[config.mk]
export PLATFORM = sky130hd
export DESIGN_NAME = dma_xlate
export DESIGN_NICKNAME = d
export VERILOG_FILES = /design/src/rtl/dxu_pkg.sv /design/src/rtl/dxu_tcache.sv /design/src/rtl/dxu_perm.sv /design/src/rtl/dma_xlate.sv
export SDC_FILE = /design/constraint.sdc
export NUM_CORES = 1
export LEC_CHECK = 0
export BUFFER_PORTS_ARGS = -buffer_cell sky130_fd_sc_hd__buf_2
export CORE_MARGIN = 3
export CORE_UTILIZATION = 30
export CTS_BUF_LIST = sky130_fd_sc_hd__clkbuf_8
export CTS_CLUSTER_DIAMETER = 30
export CTS_CLUSTER_SIZE = 8
export DETAILED_ROUTE_END_ITERATION = 10
export MAX_ROUTING_LAYER = met4
export SLEW_MARGIN = 20
export SYNTH_ARGS = -nofsm -noshare
export SYNTH_HDL_FRONTEND = slang
export SYNTH_SLANG_ARGS = --single-unit
[constraint.sdc]
create_clock -name clk -period 5.5 [get_ports clk]
set_input_delay 0.55 -clock clk [delete_from_list [all_inputs] [get_ports clk]]
set_output_delay 0.55 -clock clk [all_outputs]
set_load 0.02 [all_outputs]
[src/rtl/dxu_pkg.sv]
package dxu_pkg;

  localparam int PG_OFS_W  = 12;
  localparam int RPN_W     = 36;
  localparam int HUB_W     = 6;
  localparam int ENT_W     = 64;
  localparam int ENT_SHIFT = 3;
  localparam int HOST_W    = RPN_W + PG_OFS_W;

  // raw 64-bit table entry, LSB numbering
  typedef struct packed {
    logic [15:0]       rsv_hi;
    logic [RPN_W-1:0]  rpn;
    logic [3:0]        rsv_lo;
    logic [HUB_W-1:0]  hub;
    logic              wr_ok;
    logic              rd_ok;
  } xent_t;

  // portion of an entry kept in the translation cache
  typedef struct packed {
    logic [RPN_W-1:0]  rpn;
    logic              wr_ok;
    logic              rd_ok;
  } xcache_t;

  typedef enum logic [1:0] {
    ST_IDLE,
    ST_FETCH,
    ST_WAIT,
    ST_RESP
  } xst_t;

  function automatic xcache_t squeeze_entry(input xent_t e);
    xcache_t c;
    c.rpn   = e.rpn;
    c.wr_ok = e.wr_ok;
    c.rd_ok = e.rd_ok;
    return c;
  endfunction

  function automatic logic [HOST_W-1:0] entry_addr(input logic [HOST_W-1:0] base,
                                                   input logic [HOST_W-1:0] page);
    return base + (page << ENT_SHIFT);
  endfunction

  function automatic logic access_allowed(input logic rd_ok, input logic wr_ok,
                                          input logic is_wr);
    return is_wr ? wr_ok : rd_ok;
  endfunction

  function automatic logic [HOST_W-1:0] join_host(input logic [RPN_W-1:0] rpn,
                                                  input logic [PG_OFS_W-1:0] ofs);
    return {rpn, ofs};
  endfunction

endpackage

[src/rtl/dxu_tcache.sv]
module dxu_tcache #(
  parameter int WAYS   = 8,
  parameter int TAG_W  = 20,
  parameter int DATA_W = 38
) (
  input  logic              clk,
  input  logic              rst_n,
  input  logic              flush,
  input  logic [TAG_W-1:0]  look_tag,
  output logic              hit,
  output logic [DATA_W-1:0] hit_data,
  input  logic              fill_en,
  input  logic [TAG_W-1:0]  fill_tag,
  input  logic [DATA_W-1:0] fill_data
);

  localparam int PTR_W = (WAYS > 1) ? $clog2(WAYS) : 1;
  localparam logic [PTR_W-1:0] LAST_WAY = PTR_W'(WAYS - 1);

  logic [PTR_W-1:0]  rr_ptr;
  logic [WAYS-1:0]   way_match;
  logic [DATA_W-1:0] way_data [WAYS];

  generate
    for (genvar i = 0; i < WAYS; i++) begin : g_way
      logic              v_q;
      logic [TAG_W-1:0]  tag_q;
      logic [DATA_W-1:0] dat_q;
      logic              pick;

      assign pick = fill_en && (rr_ptr == PTR_W'(i));

      always_ff @(posedge clk or negedge rst_n) begin
        if (!rst_n) begin
          v_q   <= 1'b0;
          tag_q <= '0;
          dat_q <= '0;
        end else if (flush) begin
          v_q   <= 1'b0;
        end else if (pick) begin
          v_q   <= 1'b1;
          tag_q <= fill_tag;
          dat_q <= fill_data;
        end
      end

      assign way_match[i] = v_q && (tag_q == look_tag);
      assign way_data[i]  = dat_q;
    end
  endgenerate

  always_ff @(posedge clk or negedge rst_n) begin
    if (!rst_n) begin
      rr_ptr <= '0;
    end else if (flush) begin
      rr_ptr <= '0;
    end else if (fill_en) begin
      rr_ptr <= (rr_ptr == LAST_WAY) ? '0 : rr_ptr + 1'b1;
    end
  end

  assign hit = |way_match;

  always_comb begin
    hit_data = '0;
    for (int k = 0; k < WAYS; k++) begin
      if (way_match[k]) hit_data = hit_data | way_data[k];
    end
  end

endmodule

[src/rtl/dxu_perm.sv]
module dxu_perm import dxu_pkg::*; (
  input  logic [RPN_W-1:0]    rpn,
  input  logic                rd_ok,
  input  logic                wr_ok,
  input  logic                is_wr,
  input  logic                in_range,
  input  logic [PG_OFS_W-1:0] ofs,
  output logic                fault,
  output logic [HOST_W-1:0]   haddr
);

  logic ent_invalid;
  logic granted;

  assign ent_invalid = !rd_ok && !wr_ok;
  assign granted     = access_allowed(rd_ok, wr_ok, is_wr);
  assign fault       = !in_range || ent_invalid || !granted;
  assign haddr       = fault ? '0 : join_host(rpn, ofs);

endmodule

[src/rtl/dma_xlate.sv]
module dma_xlate import dxu_pkg::*; #(
  parameter int                DADDR_W    = 32,
  parameter int                TABLE_LEN  = 1024,
  parameter logic [HOST_W-1:0] TABLE_BASE = 48'h0000_8000_0000,
  parameter int                WAYS       = 8
) (
  input  logic               clk,
  input  logic               rst_n,
  input  logic               req_valid,
  output logic               req_ready,
  input  logic [DADDR_W-1:0] req_addr,
  input  logic               req_write,
  output logic               rsp_valid,
  input  logic               rsp_ready,
  output logic [HOST_W-1:0]  rsp_addr,
  output logic               rsp_fault,
  output logic               mem_req_valid,
  input  logic               mem_req_ready,
  output logic [HOST_W-1:0]  mem_req_addr,
  input  logic               mem_rsp_valid,
  output logic               mem_rsp_ready,
  input  logic [ENT_W-1:0]   mem_rsp_data,
  input  logic               flush_valid,
  output logic               flush_ready
);

  localparam int IOPN_W = DADDR_W - PG_OFS_W;
  localparam logic [IOPN_W:0] LEN_L = (IOPN_W + 1)'(TABLE_LEN);
  localparam int CDAT_W = $bits(xcache_t);

  xst_t state;

  logic [IOPN_W-1:0]   cur_page;
  logic [PG_OFS_W-1:0] cur_ofs;
  logic                cur_wr;
  logic [HOST_W-1:0]   rsp_addr_q;
  logic                rsp_fault_q;

  // named events brought out for the checker
  logic idle;
  logic xlate_accept;
  logic miss_start;
  logic fill_evt;
  logic flush_evt;
  logic resp_done;

  logic [IOPN_W-1:0]   iopn_in;
  logic [PG_OFS_W-1:0] ofs_in;
  logic                in_range_in;

  logic              cache_hit;
  logic [CDAT_W-1:0] hit_raw;
  xcache_t           hit_ent;
  xent_t             fetched;
  xcache_t           fetched_c;
  logic              unused_fields;

  logic                sel_mem;
  xcache_t             pm_ent;
  logic                pm_wr;
  logic                pm_range;
  logic [PG_OFS_W-1:0] pm_ofs;
  logic                pm_fault;
  logic [HOST_W-1:0]   pm_haddr;

  assign iopn_in     = req_addr[DADDR_W-1:PG_OFS_W];
  assign ofs_in      = req_addr[PG_OFS_W-1:0];
  assign in_range_in = {1'b0, iopn_in} < LEN_L;

  assign idle         = (state == ST_IDLE);
  assign flush_ready  = idle;
  assign flush_evt    = flush_valid && idle;
  assign req_ready    = idle && !flush_valid;
  assign xlate_accept = req_valid && req_ready;
  assign miss_start   = xlate_accept && in_range_in && !cache_hit;
  assign fill_evt     = (state == ST_WAIT) && mem_rsp_valid;
  assign resp_done    = rsp_valid && rsp_ready;

  assign fetched       = xent_t'(mem_rsp_data);
  assign fetched_c     = squeeze_entry(fetched);
  assign unused_fields = ^{fetched.rsv_hi, fetched.rsv_lo, fetched.hub};
  assign hit_ent       = xcache_t'(hit_raw);

  dxu_tcache #(
    .WAYS   (WAYS),
    .TAG_W  (IOPN_W),
    .DATA_W (CDAT_W)
  ) u_tcache (
    .clk       (clk),
    .rst_n     (rst_n),
    .flush     (flush_evt),
    .look_tag  (iopn_in),
    .hit       (cache_hit),
    .hit_data  (hit_raw),
    .fill_en   (fill_evt),
    .fill_tag  (cur_page),
    .fill_data (fetched_c)
  );

  // one shared check, fed either from the cache or from the fetched entry
  assign sel_mem  = (state == ST_WAIT);
  assign pm_ent   = sel_mem ? fetched_c : hit_ent;
  assign pm_wr    = sel_mem ? cur_wr    : req_write;
  assign pm_ofs   = sel_mem ? cur_ofs   : ofs_in;
  assign pm_range = sel_mem ? 1'b1      : in_range_in;

  dxu_perm u_perm (
    .rpn      (pm_ent.rpn),
    .rd_ok    (pm_ent.rd_ok),
    .wr_ok    (pm_ent.wr_ok),
    .is_wr    (pm_wr),
    .in_range (pm_range),
    .ofs      (pm_ofs),
    .fault    (pm_fault),
    .haddr    (pm_haddr)
  );

  always_ff @(posedge clk or negedge rst_n) begin
    if (!rst_n) begin
      state       <= ST_IDLE;
      cur_page    <= '0;
      cur_ofs     <= '0;
      cur_wr      <= 1'b0;
      rsp_addr_q  <= '0;
      rsp_fault_q <= 1'b0;
    end else begin
      unique case (state)
        ST_IDLE: begin
          if (xlate_accept) begin
            cur_page <= iopn_in;
            cur_ofs  <= ofs_in;
            cur_wr   <= req_write;
            if (miss_start) begin
              state <= ST_FETCH;
            end else begin
              rsp_addr_q  <= pm_haddr;
              rsp_fault_q <= pm_fault;
              state       <= ST_RESP;
            end
          end
        end
        ST_FETCH: begin
          if (mem_req_ready) state <= ST_WAIT;
        end
        ST_WAIT: begin
          if (fill_evt) begin
            rsp_addr_q  <= pm_haddr;
            rsp_fault_q <= pm_fault;
            state       <= ST_RESP;
          end
        end
        ST_RESP: begin
          if (resp_done) state <= ST_IDLE;
        end
        default: state <= ST_IDLE;
      endcase
    end
  end

  assign rsp_valid     = (state == ST_RESP);
  assign rsp_addr      = rsp_addr_q;
  assign rsp_fault     = rsp_fault_q;
  assign mem_req_valid = (state == ST_FETCH);
  assign mem_rsp_ready = (state == ST_WAIT);
  assign mem_req_addr  = entry_addr(TABLE_BASE, HOST_W'(cur_page));

endmodule

* Yosys cells after proc, flatten, opt, wreduce, memory -nomap -nowiden
Cells that the tools add are included.
W data, S select, Z words.
** Cells by class
- Reduce and logical (&&, ||, !) cells :: 56
- Order comparisons :: 1
- Eq/ne operators :: 23
- Muxes and demuxes :: 47
- Bitwise operators :: 8
- Add/subtract/negate cells :: 2
** Operators by type and width (number)
- $mux W38 :: 9
- $or A38 B38 Y38 :: 7
- $mux W48 :: 4
- $eq A20 B20 Y1 :: 8
- $pmux W48 S2 :: 1
- $add A32 B23 Y33 const A :: 1
- $logic_and A1 B1 Y1 :: 24
- $mux W1 :: 22
- $lt A20 B11 Y1 const B :: 1
- $reduce_bool A2 Y1 :: 10
- $reduce_and A2 Y1 :: 9
- $eq A3 B3 Y1 const B :: 4
- $mux W12 :: 1
- $mux W2 :: 5
- $mux W3 :: 3
- $ne A2 B1 Y1 const B :: 4
- $pmux W2 S4 :: 1
- $reduce_and A4 Y1 :: 2
- $reduce_or A8 Y1 :: 1
- $eq A3 B2 Y1 const B :: 2
- $logic_not A1 Y1 :: 6
- $eq A2 B2 Y1 const B :: 2
- $add A3 B1 Y3 const B :: 1
- $eq A3 B1 Y1 const B :: 1
- other kinds (7) :: 8
** Storage, ports and cells
- Register bits after elaboration :: 559
- Logic and storage cells :: 168

* Longest topological paths before layout
Gate-level depths: netlist of the first run.
- Depth after elaboration :: 26
- Depth in mapped cells :: 12

* Cells and area by module
Synthesis of the first run repeated with hierarchy kept, for this count alone.
** Unflattened totals
- Cell total of the unflattened synthesis :: 2154
- Area total of the unflattened synthesis :: 26885.8 µm²
** Modules (own cells, without submodules)
- dxu_tcache :: sequential area each 11886.4 µm², area an instance 22375.2 µm², times used 1, cells each 1803
- dma_xlate :: sequential area each 2102.0 µm², area an instance 4127.7 µm², times used 1, cells each 291
- dxu_perm :: sequential area each 0.0 µm², area an instance 382.9 µm², times used 1, cells each 60

* Worst setup path before layout of the first run
OpenSTA, ideal clock, no wires.
- Path kind :: input to register
- Start point :: input req_addr[16]
- End point :: register rsp_addr_q[10], in the netlist rsp_addr[10]
- Setup time :: 0.066 ns
- Slack :: 2.304 ns
- Buffers on the path :: 3
- Arrival time :: 3.130 ns
- Stages on the path :: 10
- Required time :: 5.434 ns
- Path through :: buf_2 > xor2_1 > or4b_1 > or4_1 > o31ai_2 > o211ai_2 > nor4_4 > buf_4 > buf_6 > a22o_1
** On the way
- Word-level cells in the longest chain between the ends :: 26
- Elaborated cells on any way between the ends :: 53
** RTL lines
- start: declaration :: line dma_xlate.sv:11 : input logic [DADDR_W-1:0] req_addr,
- $eq A20 B20 Y1 :: line dxu_tcache.sv:47 : assign way_match[i] = v_q && (tag_q == look_tag);
- $logic_and A1 B1 Y1 :: line dxu_tcache.sv:47
- $mux W38 :: line dxu_tcache.sv:67 : if (way_match[k]) hit_data = hit_data | way_data[k];
- $or A38 B38 Y38 :: line dxu_tcache.sv:67
- $mux W38 :: line dxu_tcache.sv:67
- $or A38 B38 Y38 :: line dxu_tcache.sv:67
- $mux W38 :: line dxu_tcache.sv:67
- $or A38 B38 Y38 :: line dxu_tcache.sv:67
- [9 not listed]
- $mux W38 :: line dma_xlate.sv:102 : assign pm_ent = sel_mem ? fetched_c : hit_ent;
- $logic_not A1 Y1 :: line dxu_perm.sv:15 : assign ent_invalid = !rd_ok && !wr_ok;
- $logic_and A1 B1 Y1 :: line dxu_perm.sv:15
- $logic_or A1 B1 Y1 (2 in a row) :: line dxu_perm.sv:17 : assign fault = !in_range || ent_invalid || !granted;
- $mux W48 :: line dxu_perm.sv:18 : assign haddr = fault ? '0 : join_host(rpn, ofs);
- $mux W48 :: line dma_xlate.sv:133 : if (miss_start) begin
- $mux W48 :: line dma_xlate.sv:129 : if (xlate_accept) begin
- $pmux W48 S2 :: line dma_xlate.sv:127 : unique case (state)
- end signal: assignment :: line dma_xlate.sv:136 : rsp_addr_q <= pm_haddr;
- end signal: assignment :: line dma_xlate.sv:147 : rsp_addr_q <= pm_haddr;
- end: declaration :: line dma_xlate.sv:36 : logic [HOST_W-1:0] rsp_addr_q;
Parallel ways exist; a longest one is shown, timed or not. The select of a mux whose other input is x is not followed.
A chain may end at the register's enable or synchronous reset.

* Worst setup path in the final report of the first run
- Start point :: register state[0]
- End point :: register rsp_addr_q[41], in the netlist rsp_addr[41]
** On the way
- Word-level cells in the longest chain between the ends :: 10
- Elaborated cells on any way between the ends :: 28
** RTL lines
- start: declaration :: line dma_xlate.sv:31 : xst_t state;
- start signal: assignment :: line dma_xlate.sv:120 : state <= ST_IDLE;
- start signal: assignment :: line dma_xlate.sv:134 : state <= ST_FETCH;
- start signal: assignment :: line dma_xlate.sv:138 : state <= ST_RESP;
- $eq A2 B2 Y1 :: line dma_xlate.sv:76, dma_xlate.sv:101, dma_xlate.sv:127
- $mux W38 :: line dma_xlate.sv:102
- $logic_not A1 Y1 :: line dxu_perm.sv:15
- $logic_and A1 B1 Y1 :: line dxu_perm.sv:15
- $logic_or A1 B1 Y1 (2 in a row) :: line dxu_perm.sv:17
- $mux W48 :: line dxu_perm.sv:18
- $mux W48 :: line dma_xlate.sv:133
- $mux W48 :: line dma_xlate.sv:129
- $pmux W48 S2 :: line dma_xlate.sv:127
Parallel ways exist; a longest one is shown, timed or not. The select of a mux whose other input is x is not followed.

==> results of run 1 <==
==> final cells by class <==
class	count	area (µm²)	share of cell area, %
clock inverters	81	887	2.91
diodes	8	20.0	0.0656
repair buffers	192	1150	3.78
inverters	8	30.0	0.0984
clock buffers	152	2090	6.86
multi-input cells	1178	10900	35.8
well taps	1134	1420	4.65
flip-flops and latches	559	14000	45.8
==> worst reg2reg max path, cell delays in order (launching register included) <==
cell and delay [ns]:
dfrtp_1 0.39, inv_1 0.14, ha_1 0.38, nor2b_1 0.31
nand2_2 0.64, a21oi_1 0.58, o211ai_4 0.17, nor4_4 0.33
buf_4 0.43, a32o_1 0.29
==> layer usage <==
| layer | GRT usage (%) | wire length, µm | up-vias |
|---|---|---|---|
| li1 | - | - | 7339 |
| met1 | 21.7 | 32900 | 8896 |
| met2 | 28.6 | 37100 | 509 |
| met3 | 4.17 | 4370 | 122 |
| met4 | 5.69 | 1600 | 0 |
| met5 | - | 0 | - |
==> power groups by stage <==
stage          sequential, W  clock [W]  combinational, W
6_report             0.00625    0.00537           0.00327
5_1_grt              0.00638    0.00574           0.00355
4_1_cts              0.00624    0.00553           0.00332
3_5_place_dp         0.00630          0           0.00329
3_3_place_gp         0.00620          0           0.00319
2_1_floorplan        0.00609          0           0.00218
==> what timing repair did <==
item                                    CTS  global route
setup buffers                             0             0
hold buffers                             14             0
gates resized for setup                   0             0
endpoints found under the setup margin    0             0
endpoints found under the hold margin   100             0
==> cells by family after synthesis <==
family | synth area share [%]
adders and majority gates | 0.491
xor gates and xnor gates | 5.50
DFF | 54.9
buffers and inverters | 3.01
other | 0.0295
AOI/OAI and AO/OA | 7.21
muxes | 22.5
and+or+nand+nor | 6.31
==> cells in the mapped netlist (11+ instances only) <==
master | count | area (µm²)
a21oi_1 | 11 | 55.1
a221oi_1 | 36 | 315
a22o_1 | 49 | 429
a22oi_1 | 73 | 548
a32o_1 | 36 | 360
buf_1 | 45 | 169
buf_2 | 22 | 110
buf_4 | 30 | 225
clkbuf_1 | 59 | 221
dfrtp_1 | 559 | 14000
mux2_2 | 509 | 5730
nand2_1 | 27 | 101
nand2b_1 | 38 | 238
nand3_1 | 24 | 120
nand4_1 | 45 | 282
nand4b_1 | 41 | 359
nor4_1 | 18 | 113
xnor2_1 | 127 | 1110
xor2_1 | 33 | 289
==> state kept, by name, indices dropped and copies added (netlist names), 2 cells and up <==
register	cells
u_tcache.g_way.v_q	8
cur_ofs	12
u_tcache.g_way.dat_q	304
u_tcache.rr_ptr	3
u_tcache.g_way.tag_q	160
rsp_addr	48
cur_page	20
state	2
==> worst paths after layout <==
kind	end	slack (ns)	startpoint	cells after the start
worst max-delay path	rsp_addr[41]$_DFFE_PN0P_	1.77	state[0]$_DFFE_PN0P_	9
worst min-delay path	cur_wr$_DFFE_PN0P_	0.1	req_write	2
worst max register to register	rsp_addr[41]$_DFFE_PN0P_	1.77	state[0]$_DFFE_PN0P_	9
worst min register to register	rsp_addr[38]$_DFFE_PN0P_	0.48	rsp_addr[38]$_DFFE_PN0P_	1
max in group asynchronous	u_tcache.g_way[7].dat_q[22]$_DFFE_PN0P_	3.54	rst_n	4
min in group asynchronous	cur_page[9]$_DFFE_PN0P_	0.37	rst_n	2
==> through the flow <==
| stage | power, W | std cells |
|---|---|---|
| after floorplan | 0.00826 | 1902 |
| after global placement | 0.00940 | 3056 |
| after detailed placement | 0.00960 | 3056 |
| after CTS | 0.0151 | 3303 |
| after global routing | 0.0157 | 3311 |
| final | 0.0149 | 3312 |
==> flow_summary.yaml, run 1 <==
sta:
  rsz0062_at_grt: "false"
  final.setup.tns_ns: 0
  period_needed_ns: 3.73
  period_share_pct: 67.8
  max_freq_ghz: 0.268
  slew_violations: 0
  tightestPinTransition_ns: 1.15
  hold_violations: 0
  fin_skew_ns: 0.0429
  relSlewSlack_pct: 23.5
  setup_ws_ns: 1.77
  fin_hold_ws_ns: 0.0963
  finalSetupViolCount: 0
finish:
  syn2layout_area_growth_pct: 19.8
  most-common-layout-cells: "559 x dfrtp_1, 509 x mux2_2, 152 x clkbuf_8, 150 x buf_2, 127 x xnor2_1"
  fin_util_pct: 36.4
  final_nets: 2183
  stdcell_area_um2: 30500
  fillCellCount: 8106
  layout_commonest_cell: "dfrtp_1"
  drive_above_1_share_pct: 42.3
worst_setup_path:
  critPathCaptureType: "flop"
  path_delay_family: "simple AND/OR/NAND/NOR gates"
  critical-path-slowest-cell: "nand2_2"
  crit_chain: "inv_1 > ha_1 > nor2b_1 > nand2_2 > a21oi_1 > o211ai_4 > nor4_4 > buf_4 > a32o_1"
  arrival_ns: 4.40
  critPathKind: "reg -> reg"
  cpPeakStageDelay_ns: 0.64
  cp-start-kind: "flop"
  required_ns: 6.17
  path_buf_inv: 2
  path_max_fanout: 34
logic_synthesis:
  synth.avg_cell_area_um2: 13.6
  synth_area_um2: 25500
  yosysWarnings: 0
  ys.flop_type: "dfrtp_1"
  synthArstFlopShare_pct: 100
  synth-edff-count: 0
  ys_ff_latch: 559
  synth_seq_area_share_pct: 54.9
  synth_cells: 1876
  ys_types: 50
power:
  seqPwrFrac_pct: 41.9
  p_switching_w: 0.00467
  ir_worst_vdd_mv: 0.269
  clockPowerShare_pct: 36.1
  p_comb_share_pct: 22.0
  p_leak_nw: 14.1
  p_int_w: 0.0102
  power.density_nw_per_um2: 488
  swShare_pct: 31.3
flow_run:
  maxCapViolCount: 0
floorplan:
  coreArea_um2: 83800
  num_rows: 106
  dieWidth_um: 297
  die_h_um: 297
  die_area_um2: 88400
  initial_utilization_pct: 30.4
  io_pins: 206
drt:
  drcViolationCount: 0
  ant_nets: 0
  first_pass_iters: 7
  vias: 16866
  vias_per_cell: 5.09
  wl_per_cell_um: 22.9
  drt_iter0_drc: 970
  wirelength_um: 75900
clock_tree:
  h-tree-depth: 4
  cts_tree: "done"
  cts_sinks: 559
  clockBufferDepth: 3
  cts-root-buf: "clkbuf_8"
  path_clk_slew_ns: 0.05
  numCtsBuffers: 130
  clk-insertion-delay-late_ns: 0.77
placement:
  detailed_place_hpwl_um: 44800
  placed_area_um2: 27300
  port_buffers: 151
  gp_congestion: 0.839
  pre_cts_ws_ns: 1.22
global_routing:
  gr-total-overflow: 0
  grt_usage_pct: 17.6
  grt_max_degree: 195
  grt_pass1_vias: 18318
  grt_first_pass_wirelength_um: 115000
  antenna_found_initial: 8
outcome:
  outcome: "finished clean"
hold_path:
  hp-class: "in -> reg"
Power figures use the tool's default switching activity.
==> run 2, diff against run 1 <==
clock period = 3.6 ns   (was 5.5 ns; I/O delays follow)
==> flow_summary.yaml, run 2 (synthesized netlist as in run 1, its figures left out) <==
finish:
  drive_above_1_share_pct: 43.2
  layout_commonest_cell: "dfrtp_1"
  syn2layout_area_growth_pct: 24.2
  final_nets: 2283
  final_cells: 3411
  fin_util_pct: 37.7
  most-common-layout-cells: "559 x dfrtp_1, 509 x mux2_2, 156 x clkbuf_8, 150 x buf_2, 127 x xnor2_1"
  top_register: "u_tcache.g_way.dat_q"
  fillCellCount: 8000
  largest_register_ffs: 304
  stdcell_area_um2: 31600
drt:
  ant_nets: 0
  wirelength_um: 76500
  met2_length_um: 37400
  drt_iter0_drc: 959
  vias: 17174
  vias_per_cell: 5.03
  first_pass_iters: 5
  drcViolationCount: 0
  wl_per_cell_um: 22.4
  drt-met1-wl_um: 33000
  wl_met3_um: 4350
  top_layer: "met4"
sta:
  period_share_pct: 96.1
  fin_skew_ns: 0.0319
  hold_violations: 0
  tightestPinTransition_ns: 1.01
  period_needed_ns: 3.46
  rsz0062_at_grt: "false"
  finalSetupViolCount: 0
  relSlewSlack_pct: 32.7
  max_freq_ghz: 0.289
  slew_violations: 0
floorplan:
  io_pins: 206
  initial_utilization_pct: 30.4
  num_rows: 106
  coreArea_um2: 83800
  die_h_um: 297
  die_area_um2: 88400
  dieWidth_um: 297
outcome:
  outcome: "finished clean"
power:
  p_leak_nw: 14.6
  ir_worst_vdd_mv: 0.491
  power.density_nw_per_um2: 731
global_routing:
  grt_pass1_vias: 18684
  grt_first_pass_wirelength_um: 116000
  antenna_found_initial: 5
  grt_max_degree: 91
  gr-total-overflow: 0
  grt_usage_pct: 17.7
hold_path:
  min_from: "mem_req_ready"
  hp-class: "in -> reg"
  whs_path_depth: 4
clock_tree:
  clk-insertion-delay-late_ns: 0.76
  h-tree-depth: 4
  postCtsSetupRepairBufs: 0
  numCtsBuffers: 136
  cts_sinks: 559
  path_clk_slew_ns: 0.05
  cts_tree: "done"
  cts-root-buf: "clkbuf_8"
  clockBufferDepth: 3
placement:
  gp_congestion: 0.874
  placedCellCount: 3106
  port_buffers: 151
  placed_area_um2: 27900
  detailed_place_hpwl_um: 48600
worst_setup_path:
  critPathCaptureType: "flop"
  required_ns: 4.27
  regToRegStartpoint: "u_tcache.g_way[2].tag_q[3]$_DFFE_PN0P_"
  arrival_ns: 4.13
  cp-startpoint: "req_addr[24]"
  cp-start-kind: "input port"
  critPathKind: "in -> reg"
  r2r_cells: 9
  path_max_fanout: 49
flow_run:
  maxCapViolCount: 0
## run 2: changes by cell type in the layout (fill, tap and decap cells not counted), moves of 2 or more
cell	change
inv_6	+2
inv_1	-8
buf_12	+18
clkinv_4	-3
clkbuf_8	+4
clkinv_2	+5
clkinvlp_4	+7
diode_2	-3
buf_4	+32
dlygate4sd3_1	+45
## run 2: worst max-delay path, stage by stage
cell           delay [ns]
dlygate4sd3_1        0.54
buf_2                0.20
or4_1                0.53
nor4_1               0.40
buf_4                0.20
nand3_1              0.09
a41o_1               0.24
a2111o_1             0.39
o211ai_4             0.25
buf_4                0.66
a22o_1               0.26
## run 2: per-stage QoR
stage / setup TNS (ns) / setup WS (ns) / hold WS [ns] / total power [W]
3_3_place_gp: -4.40 / -0.113 / 0.438 / 0.0145
6_report: 0 / 0.140 / 0.0754 / 0.0231
5_1_grt: 0 / 0.0501 / 0.0455 / 0.0243
2_1_floorplan: 0 / 0.508 / 0.0644 / 0.0126
3_5_place_dp: -1.94 / -0.0744 / 0.453 / 0.0148
4_1_cts: 0 / 0.165 / 0.00118 / 0.0234
## run 2: worst paths after layout
path	endpoint	slack [ns]
max	rsp_addr[6]$_DFFE_PN0P_	0.14
min	state[1]$_DFFE_PN0P_	0.08
max reg2reg	rsp_addr[31]$_DFFE_PN0P_	0.25
min reg2reg	rsp_addr[24]$_DFFE_PN0P_	0.48
max in group asynchronous	u_tcache.g_way[4].dat_q[5]$_DFFE_PN0P_	2.38
min in group asynchronous	u_tcache.g_way[2].tag_q[19]$_DFFE_PN0P_	0.18
## run 2: final cells by class
class	count	area, µm²	area share, %
clock buffers	156	2150	6.79
well taps	1134	1420	4.48
diodes	5	12.5	0.0395
clock inverters	85	947	2.99
flip-flops and latches	559	14000	44.2
multi-input cells	1178	10900	34.5
repair buffers	286	2180	6.88
inverters	8	30.0	0.0949
## run 2: where the power goes
group          total (W)  internal [W]  switching (W)
clock            0.00843       0.00529        0.00314
sequential       0.00949       0.00807        0.00142
combinational    0.00521       0.00252        0.00268
## run 2: routing by layer
metal	global-route usage, %	vias up
li1	-	7531
met1	21.6	9033
met2	28.8	490
met3	4.40	120
met4	6.04	0
met5	-	-
## run 2: what timing repair did
item	4_1_cts	5_1_grt
endpoints found under the hold margin	435	0
resized for setup	0	0
hold buffers	59	0
